`src/rtl/fcmp_pkg.sv`:
```
package fcmp_pkg;

    typedef enum logic [1:0] {
        CMP_EQ   = 2'b00,
        CMP_LT   = 2'b01,
        CMP_LE   = 2'b10,
        CMP_RSVD = 2'b11
    } cmp_op_e;

    typedef enum logic [1:0] {
        SGN_PP = 2'b00,
        SGN_PN = 2'b01,
        SGN_NP = 2'b10,
        SGN_NN = 2'b11
    } sgn_case_e;

    localparam logic [4:0] FLG_INVALID = 5'b10000;
    localparam logic [4:0] FLG_NONE    = 5'b00000;

    function automatic int exp_bits(input int fw);
        case (fw)
            16:      return 5;
            64:      return 11;
            default: return 8;
        endcase
    endfunction

endpackage

```
`src/rtl/fcmp_classify.sv`:
```
module fcmp_classify #(
    parameter int FW = 32,
    parameter int EW = 8,
    parameter int MW = 23
) (
    input  logic [FW-1:0] val_i,
    output logic          sgn_o,
    output logic [EW-1:0] exp_o,
    output logic [MW-1:0] man_o,
    output logic          zero_o,
    output logic          nan_o,
    output logic          snan_o
);
    logic exp_ones;

    always_comb begin
        sgn_o    = val_i[FW-1];
        exp_o    = val_i[FW-2 -: EW];
        man_o    = val_i[MW-1:0];
        exp_ones = &exp_o;
        zero_o   = (exp_o == '0) && (man_o == '0);
        nan_o    = exp_ones && (man_o != '0);
        snan_o   = nan_o && !man_o[MW-1];
    end

    always_comb begin

        nan_not_zero_chk: assert (!(nan_o && zero_o));
    end
endmodule

```
`src/rtl/fcmp_order.sv`:
```
module fcmp_order
    import fcmp_pkg::*;
#(
    parameter int EW = 8,
    parameter int MW = 23
) (
    input  logic          sa_i,
    input  logic          sb_i,
    input  logic [EW-1:0] ea_i,
    input  logic [EW-1:0] eb_i,
    input  logic [MW-1:0] ma_i,
    input  logic [MW-1:0] mb_i,
    input  logic          za_i,
    input  logic          zb_i,
    output logic          lt_o,
    output logic          le_o,
    output logic          eq_o
);
    localparam int MAGW = EW + MW;

    logic [MAGW-1:0] mag_a, mag_b;
    logic            mag_lt, mag_gt, mag_eq, both_zero;
    sgn_case_e       sc;

    always_comb begin
        mag_a     = {ea_i, ma_i};
        mag_b     = {eb_i, mb_i};
        mag_lt    = mag_a < mag_b;
        mag_gt    = mag_a > mag_b;
        mag_eq    = mag_a == mag_b;
        both_zero = za_i && zb_i;
        sc        = sgn_case_e'({sa_i, sb_i});
    end

    always_comb begin
        unique case (sc)
            SGN_PP: begin
                lt_o = mag_lt;
                le_o = mag_lt || mag_eq;
            end
            SGN_NN: begin
                lt_o = mag_gt;
                le_o = mag_gt || mag_eq;
            end
            SGN_PN: begin
                lt_o = 1'b0;
                le_o = both_zero;
            end
            SGN_NP: begin
                lt_o = !both_zero;
                le_o = 1'b1;
            end
            default: begin
                lt_o = 1'b0;
                le_o = 1'b0;
            end
        endcase
        eq_o = ((sa_i == sb_i) && mag_eq) || both_zero;
    end

    always_comb begin

        lt_implies_le_chk: assert (!(lt_o && !le_o));

        lt_excludes_eq_chk: assert (!(lt_o && eq_o));
    end
endmodule

```
`src/rtl/fp_compare_unit.sv`:
```
module fp_compare_unit
    import fcmp_pkg::*;
#(
    parameter int FW = 32
) (
    input  logic [FW-1:0] opa,
    input  logic [FW-1:0] opb,
    input  logic [1:0]    op_sel,
    input  logic          sig_mode,
    output logic          result,
    output logic [4:0]    flags
);
    localparam int EW = exp_bits(FW);
    localparam int MW = FW - 1 - EW;

    logic [FW-1:0] opv  [2];
    logic          sgn  [2];
    logic [EW-1:0] expv [2];
    logic [MW-1:0] manv [2];
    logic          zro  [2];
    logic          nan  [2];
    logic          snan [2];

    assign opv[0] = opa;
    assign opv[1] = opb;

    for (genvar gi = 0; gi < 2; gi++) begin : g_cls
        fcmp_classify #(.FW(FW), .EW(EW), .MW(MW)) cls_i (
            .val_i  (opv[gi]),
            .sgn_o  (sgn[gi]),
            .exp_o  (expv[gi]),
            .man_o  (manv[gi]),
            .zero_o (zro[gi]),
            .nan_o  (nan[gi]),
            .snan_o (snan[gi])
        );
    end

    logic ord_lt, ord_le, ord_eq;

    fcmp_order #(.EW(EW), .MW(MW)) ord_i (
        .sa_i (sgn[0]),  .sb_i (sgn[1]),
        .ea_i (expv[0]), .eb_i (expv[1]),
        .ma_i (manv[0]), .mb_i (manv[1]),
        .za_i (zro[0]),  .zb_i (zro[1]),
        .lt_o (ord_lt),  .le_o (ord_le),
        .eq_o (ord_eq)
    );

    logic    any_nan, any_snan, raise_inv;
    cmp_op_e op;

    always_comb begin
        op       = cmp_op_e'(op_sel);
        any_nan  = nan[0] || nan[1];
        any_snan = snan[0] || snan[1];
        unique case (op)
            CMP_EQ: begin
                result    = ord_eq && !any_nan;
                raise_inv = any_snan;
            end
            CMP_LT: begin
                result    = ord_lt && !any_nan;
                raise_inv = sig_mode ? any_nan : any_snan;
            end
            CMP_LE: begin
                result    = ord_le && !any_nan;
                raise_inv = sig_mode ? any_nan : any_snan;
            end
            default: begin
                result    = 1'b0;
                raise_inv = 1'b0;
            end
        endcase
        flags = raise_inv ? FLG_INVALID : FLG_NONE;
    end

    always_comb begin

        nan_gives_false_chk: assert (!(any_nan && result));

        zeros_equal_chk: assert (!(op == CMP_EQ && zro[0] && zro[1] && !result));

        snan_raises_inv_chk: assert (!(any_snan && op != CMP_RSVD && !flags[4]));

        rsvd_quiet_chk: assert (!(op == CMP_RSVD && (result || flags != 5'b0)));
    end
endmodule

```
`config.mk`:
```
export PLATFORM = sky130hd
export DESIGN_NAME = fp_compare_unit
export DESIGN_NICKNAME = d
export VERILOG_FILES = /design/src/rtl/fcmp_pkg.sv /design/src/rtl/fcmp_classify.sv /design/src/rtl/fcmp_order.sv /design/src/rtl/fp_compare_unit.sv
export SDC_FILE = /design/constraint.sdc
export NUM_CORES = 1
export LEC_CHECK = 0
export ABC_AREA = 1
export BUFFER_PORTS_ARGS = -buffer_cell sky130_fd_sc_hd__clkbuf_2
export CAP_MARGIN = 15
export CORE_ASPECT_RATIO = 1.75
export CORE_UTILIZATION = 45
export DETAILED_ROUTE_END_ITERATION = 10
export PLACE_DENSITY = 0.81
export RECOVER_POWER = 50
export REMOVE_ABC_BUFFERS = 1
export SYNTH_ARGS = -nofsm -noshare
export SYNTH_HDL_FRONTEND = slang
export SYNTH_SLANG_ARGS = --single-unit
```
`constraint.sdc`:
```
create_clock -name vclk -period 1.4
set_input_delay 0.14 -clock vclk [all_inputs]
set_output_delay 0.14 -clock vclk [all_outputs]
set_load 0.05 [all_outputs]
```
# After elaboration in Yosys (flattened, before gate mapping)

Index checks and enable logic that the tools add are counted.

Magnitude comparators: 2
Eq/ne operators: 7
Mux-type cells: 6
Reduce and logical (&&, ||, !) cells: 31

Operators with widths:

| cell               | count |
|---|---|
| $logic_not 23->1   | 2 |
| $reduce_bool 23->1 | 2 |
| $eq 31x31->1       | 1 |
| $gt 31x31->1       | 1 |
| $lt 31x31->1       | 1 |
| $logic_not 8->1    | 2 |
| $reduce_and 8->1   | 2 |
| $logic_and 1x1->1  | 11 |
| $pmux 1 s4         | 2 |
| $eq 2x2->1 const B | 3 |
| $logic_or 1x1->1   | 5 |
| $mux 5             | 1 |
| $eq 2x1->1 const B | 2 |
| $logic_not 1->1    | 4 |
| $logic_not 2->1    | 2 |
| $pmux 1 s3         | 1 |
| $pmux 1 s2         | 1 |
| $reduce_or 2->1    | 1 |
| $eq 1x1->1         | 1 |
| $mux 1             | 1 |

Flip-flop bits (word level): 0
Input port bits: 67
Output and inout bits: 6
Word-level logic and storage cells: 46

# Depth between registers and ports, before layout

Depth in word-level cells: 7
Depth in mapped cells: 17
Mapped depth without buffers: 17

# Modules after synthesis

A second synthesis with hierarchy kept.

Cell total of the unflattened synthesis: 338
Area total of the unflattened synthesis: 2000.7 um^2

By module, submodules not included:

| module          | times used | cells each | area each (um^2) | sequential area each (um^2) |
|---|---|---|---|---|
| fcmp_order      | 1          | 181        | 1069.8           | 0.0 |
| fcmp_classify   | 2          | 64         | 371.6            | 0.0 |
| fp_compare_unit | 1          | 29         | 187.7            | 0.0 |

# Least setup slack after synthesis

OpenSTA, ideal clock, no wires.

Kind: input to output
From: input opb[18]
To: output result
Data arrival time: 1562 ps
Data required time: 1260 ps
Setup slack: -302 ps
Cell stages on the path: 15
Path buffers: 0
Cells stage by stage: inv_1 > ha_1 > nand2_1 > inv_1 > nand2_1 > nand2_1 > nand2_1 > nand2_1 > a21oi_2 > nand2_2 > a21oi_1 > nand2_1 > nand3_1 > nand2_1 > inv_1

Cells in the longest elaborated chain, start to end: 7
Elaborated cells on any way between the ends: 21
Classes of those cells: order compare (2); eq/ne (1); mux (3); reduce/logical (15)

Ends and longest elaborated chain:

| item                                                 | RTL line              | text |
|---|---|---|
| from (decl)                                          | fp_compare_unit.sv:7  | `input logic [FW-1:0] opb,` |
| branches (longest 6 deep; another with $gt 31x31->1) | -                     |  |
| $pmux 1 s3 *                                         | fp_compare_unit.sv:57 | `unique case (op)` |
| to (decl)                                            | fp_compare_unit.sv:10 | `output logic result,` |

Every way passes the cells marked *.

# Worst setup path after layout

From: input opb[2]
To: output result

Same word-level chain as after synthesis.

==> flow_summary_export.csv <==
group,metric,value,unit
sta,worst_slack,-0.544,ns
power_and_ir_drop,p_leak,1.42,nW
outcome,failed_checks,"setup timing",
cts,hold_buffers,0,
outcome,status,"complete, but fails checks",
power_and_ir_drop,power.density,329,nW/um2
sta,rsz0062_at_grt,"yes",
synth,synth_top_area_frac,0.329,
setup_path,critPathKind,"input pin to output port",
routing,wl_per_cell,16.4,um
final_layout,n_antenna_cell,0,
synth,yosys-top-cells-area,"ha_1 33%, nand2_1 15%, inv_1 13%",
hold_path,min_to,"flags[4]",
sta,fmax,0.514,GHz
placement,io_buffers,69,
global_route,antenna_found_initial,0,
floorplan,dieArea,3620,um2
routing,drc,0,
floorplan,placementRows,27,
final_layout,seq_cells,0,
setup_path,endpoint_kind,"output port",
placement,dp_hpwl,3960,um
hold_path,hold_start,"sig_mode",
global_route,grt_pass1_vias,2067,
global_route,grt_overflow,0,
setup_path,worst_ep_required_time,1.26,ns
hold_path,min_path_type,"input pin to output port",
hold_path,hold_depth,4,
power_and_ir_drop,max-vdd-ir-drop,0.000211,V
global_route,track_usage,0.263,
synth,synth.most_common_cell,"nand2_1",
sta,drv_slew,0,
routing,wirelength,6810,um
synth,syn-cell-area,1520,um2
placement,gp_congestion,0.805,
synth,syn_inst,267,
synth,synth_common_cells,"60 x nand2_1, 52 x inv_1, 41 x nor2_1, 40 x ha_1, 12 x nand3_1",
global_route,grt_pass1_wl,7530,um
placement,place_inst,412,
routing,drt_iter0_drc,105,
floorplan,core,3180,um2
synth,synth_warnings,0,
power_and_ir_drop,p_total,0.892,mW
routing,drt-vias-per-instance,5.47,
placement,place_area,2190,um2
synth,avgSynthCellArea,5.69,um2
synth,yosys.area.top_type,"ha_1",
final_layout,syn_to_final_growth,78.4,%
final_layout,nFillCells,187,
final_layout,nClkBuffers,0,
setup_path,startpoint_type,"input pin",
final_layout,fin_cells,414,
routing,drt_pass1_iterations,5,
sta,fin_crit,1.94,ns
synth,synth_cell_types,26,
sta,hold_viol,0,
setup_path,crit_fanout,3,
synth,ys_seq_area_frac,0,
final_layout,seqCellArea,0,um2
floorplan,fp.dieW,45.9,um
global_route,grt_max_degree,4,
sta,finalSetupViolCount,2,
setup_path,critical_path_arrival,1.80,ns
floorplan,die_h,78.9,um
sta,fin_crit_sh,1.39,
final_layout,drive_above_1_share,0.553,
routing,vias,2263,
run,maxCapViolCount,0,
floorplan,initial_core_util,0.479,
final_layout,nets,480,
final_layout,stdcell_area,2710,um2
floorplan,ios,73,
routing,ant_nets,0,
sta,whs,0.665,ns
==> cell usage in the layout, fill, tap and decap left out <==
master     n
nor4_2     2
nor2_2     5
inv_6      1
nor3_2     1
nand3_2    4
o211ai_1   1
buf_12     2
ha_4      27
a21oi_1    5
o21ai_2    1
buf_6      4
o21ai_1    1
a21o_1     2
buf_2      1
nor2_1    39
inv_2     27
nor3b_4    1
a21boi_1   1
nand4_1   10
inv_1     31
conb_1     4
a21oi_2    8
nand2_4    5
ha_1      13
buf_4     37
nand2_2   13
nor3_1     2
nor2_4     3
clkbuf_2  61
nand2_1   47
o22ai_1    1
buf_8      1
nand3_1    9
and2_4     1
==> worst max-delay path: stages <==
cell,delay (ns)
clkbuf_2,0.09
inv_1,0.06
ha_4,0.27
nand2_1,0.07
nor2_1,0.14
nand4_1,0.14
nor2_1,0.15
and2_4,0.18
nor2_2,0.05
nand2_2,0.07
nand2_1,0.05
nand2_1,0.07
nand3_2,0.08
nand2_2,0.07
inv_2,0.04
buf_12,0.13
==> area by class of cell <==
| type | instances | area [um2] | share of cell area |
|---|---|---|---|
| repair buffers | 106 | 688 | 0.254 |
| inverters | 59 | 226 | 0.0835 |
| multi-input cells | 206 | 1740 | 0.643 |
| well taps | 43 | 53.8 | 0.0198 |
==> logic make-up (layout without fill, tap and decap cells) <==
| family | after synthesis | count (layout) | share of synthesized area |
|---|---|---|---|
| AOI/OAI and AO/OA | 20 | 20 | 0.0782 |
| adders and majority gates | 40 | 40 | 0.329 |
| buffers and inverters | 64 | 165 | 0.170 |
| other | 1 | 4 | 0.00247 |
| and+or+nand+nor | 142 | 142 | 0.420 |
==> worst max path at each step <==
stage	startpoint	end	cells past startpoint
6_report	opb[2]	result	16
5_1_grt	opb[8]	result	12
4_1_cts	opb[22]	result	16
3_5_place_dp	opb[14]	result	17
3_3_place_gp	opb[14]	result	17
2_1_floorplan	opb[18]	result	15
==> layer usage <==
layer  vias up  global-route usage  share of wire
li1       1049                   -              -
met2       146               0.546           0.53
met1      1003               0.222           0.32
met4         0               0.106          0.076
met5         -                   0              0
met3        65              0.0273          0.077
==> stage by stage <==
| stage | setup TNS (ns) | utilization | setup WS [ns] |
|---|---|---|---|
| global route | -1.42 | 0.854 | -0.776 |
| detailed placement | -0.726 | 0.688 | -0.472 |
| finish | -0.924 | 0.854 | -0.544 |
| global placement | -0.710 | 0.688 | -0.429 |
| CTS | -0.704 | 0.733 | -0.428 |
| floorplan | -0.556 | - | -0.302 |
==> what timing repair did <==
item | CTS | global route
pin swaps | 12 | 41
gates cloned | 0 | 0
hold endpoints to repair | 0 | 0
setup buffers | 0 | 2
setup endpoints to repair | 2 | 2
gates resized for setup | 23 | 73
==> where the power goes <==
part           switching (mW)  internal (mW)  total [mW]
clock                       0              0           0
sequential                  0              0           0
combinational           0.478          0.414       0.892
(Power assumes the default switching activity.)
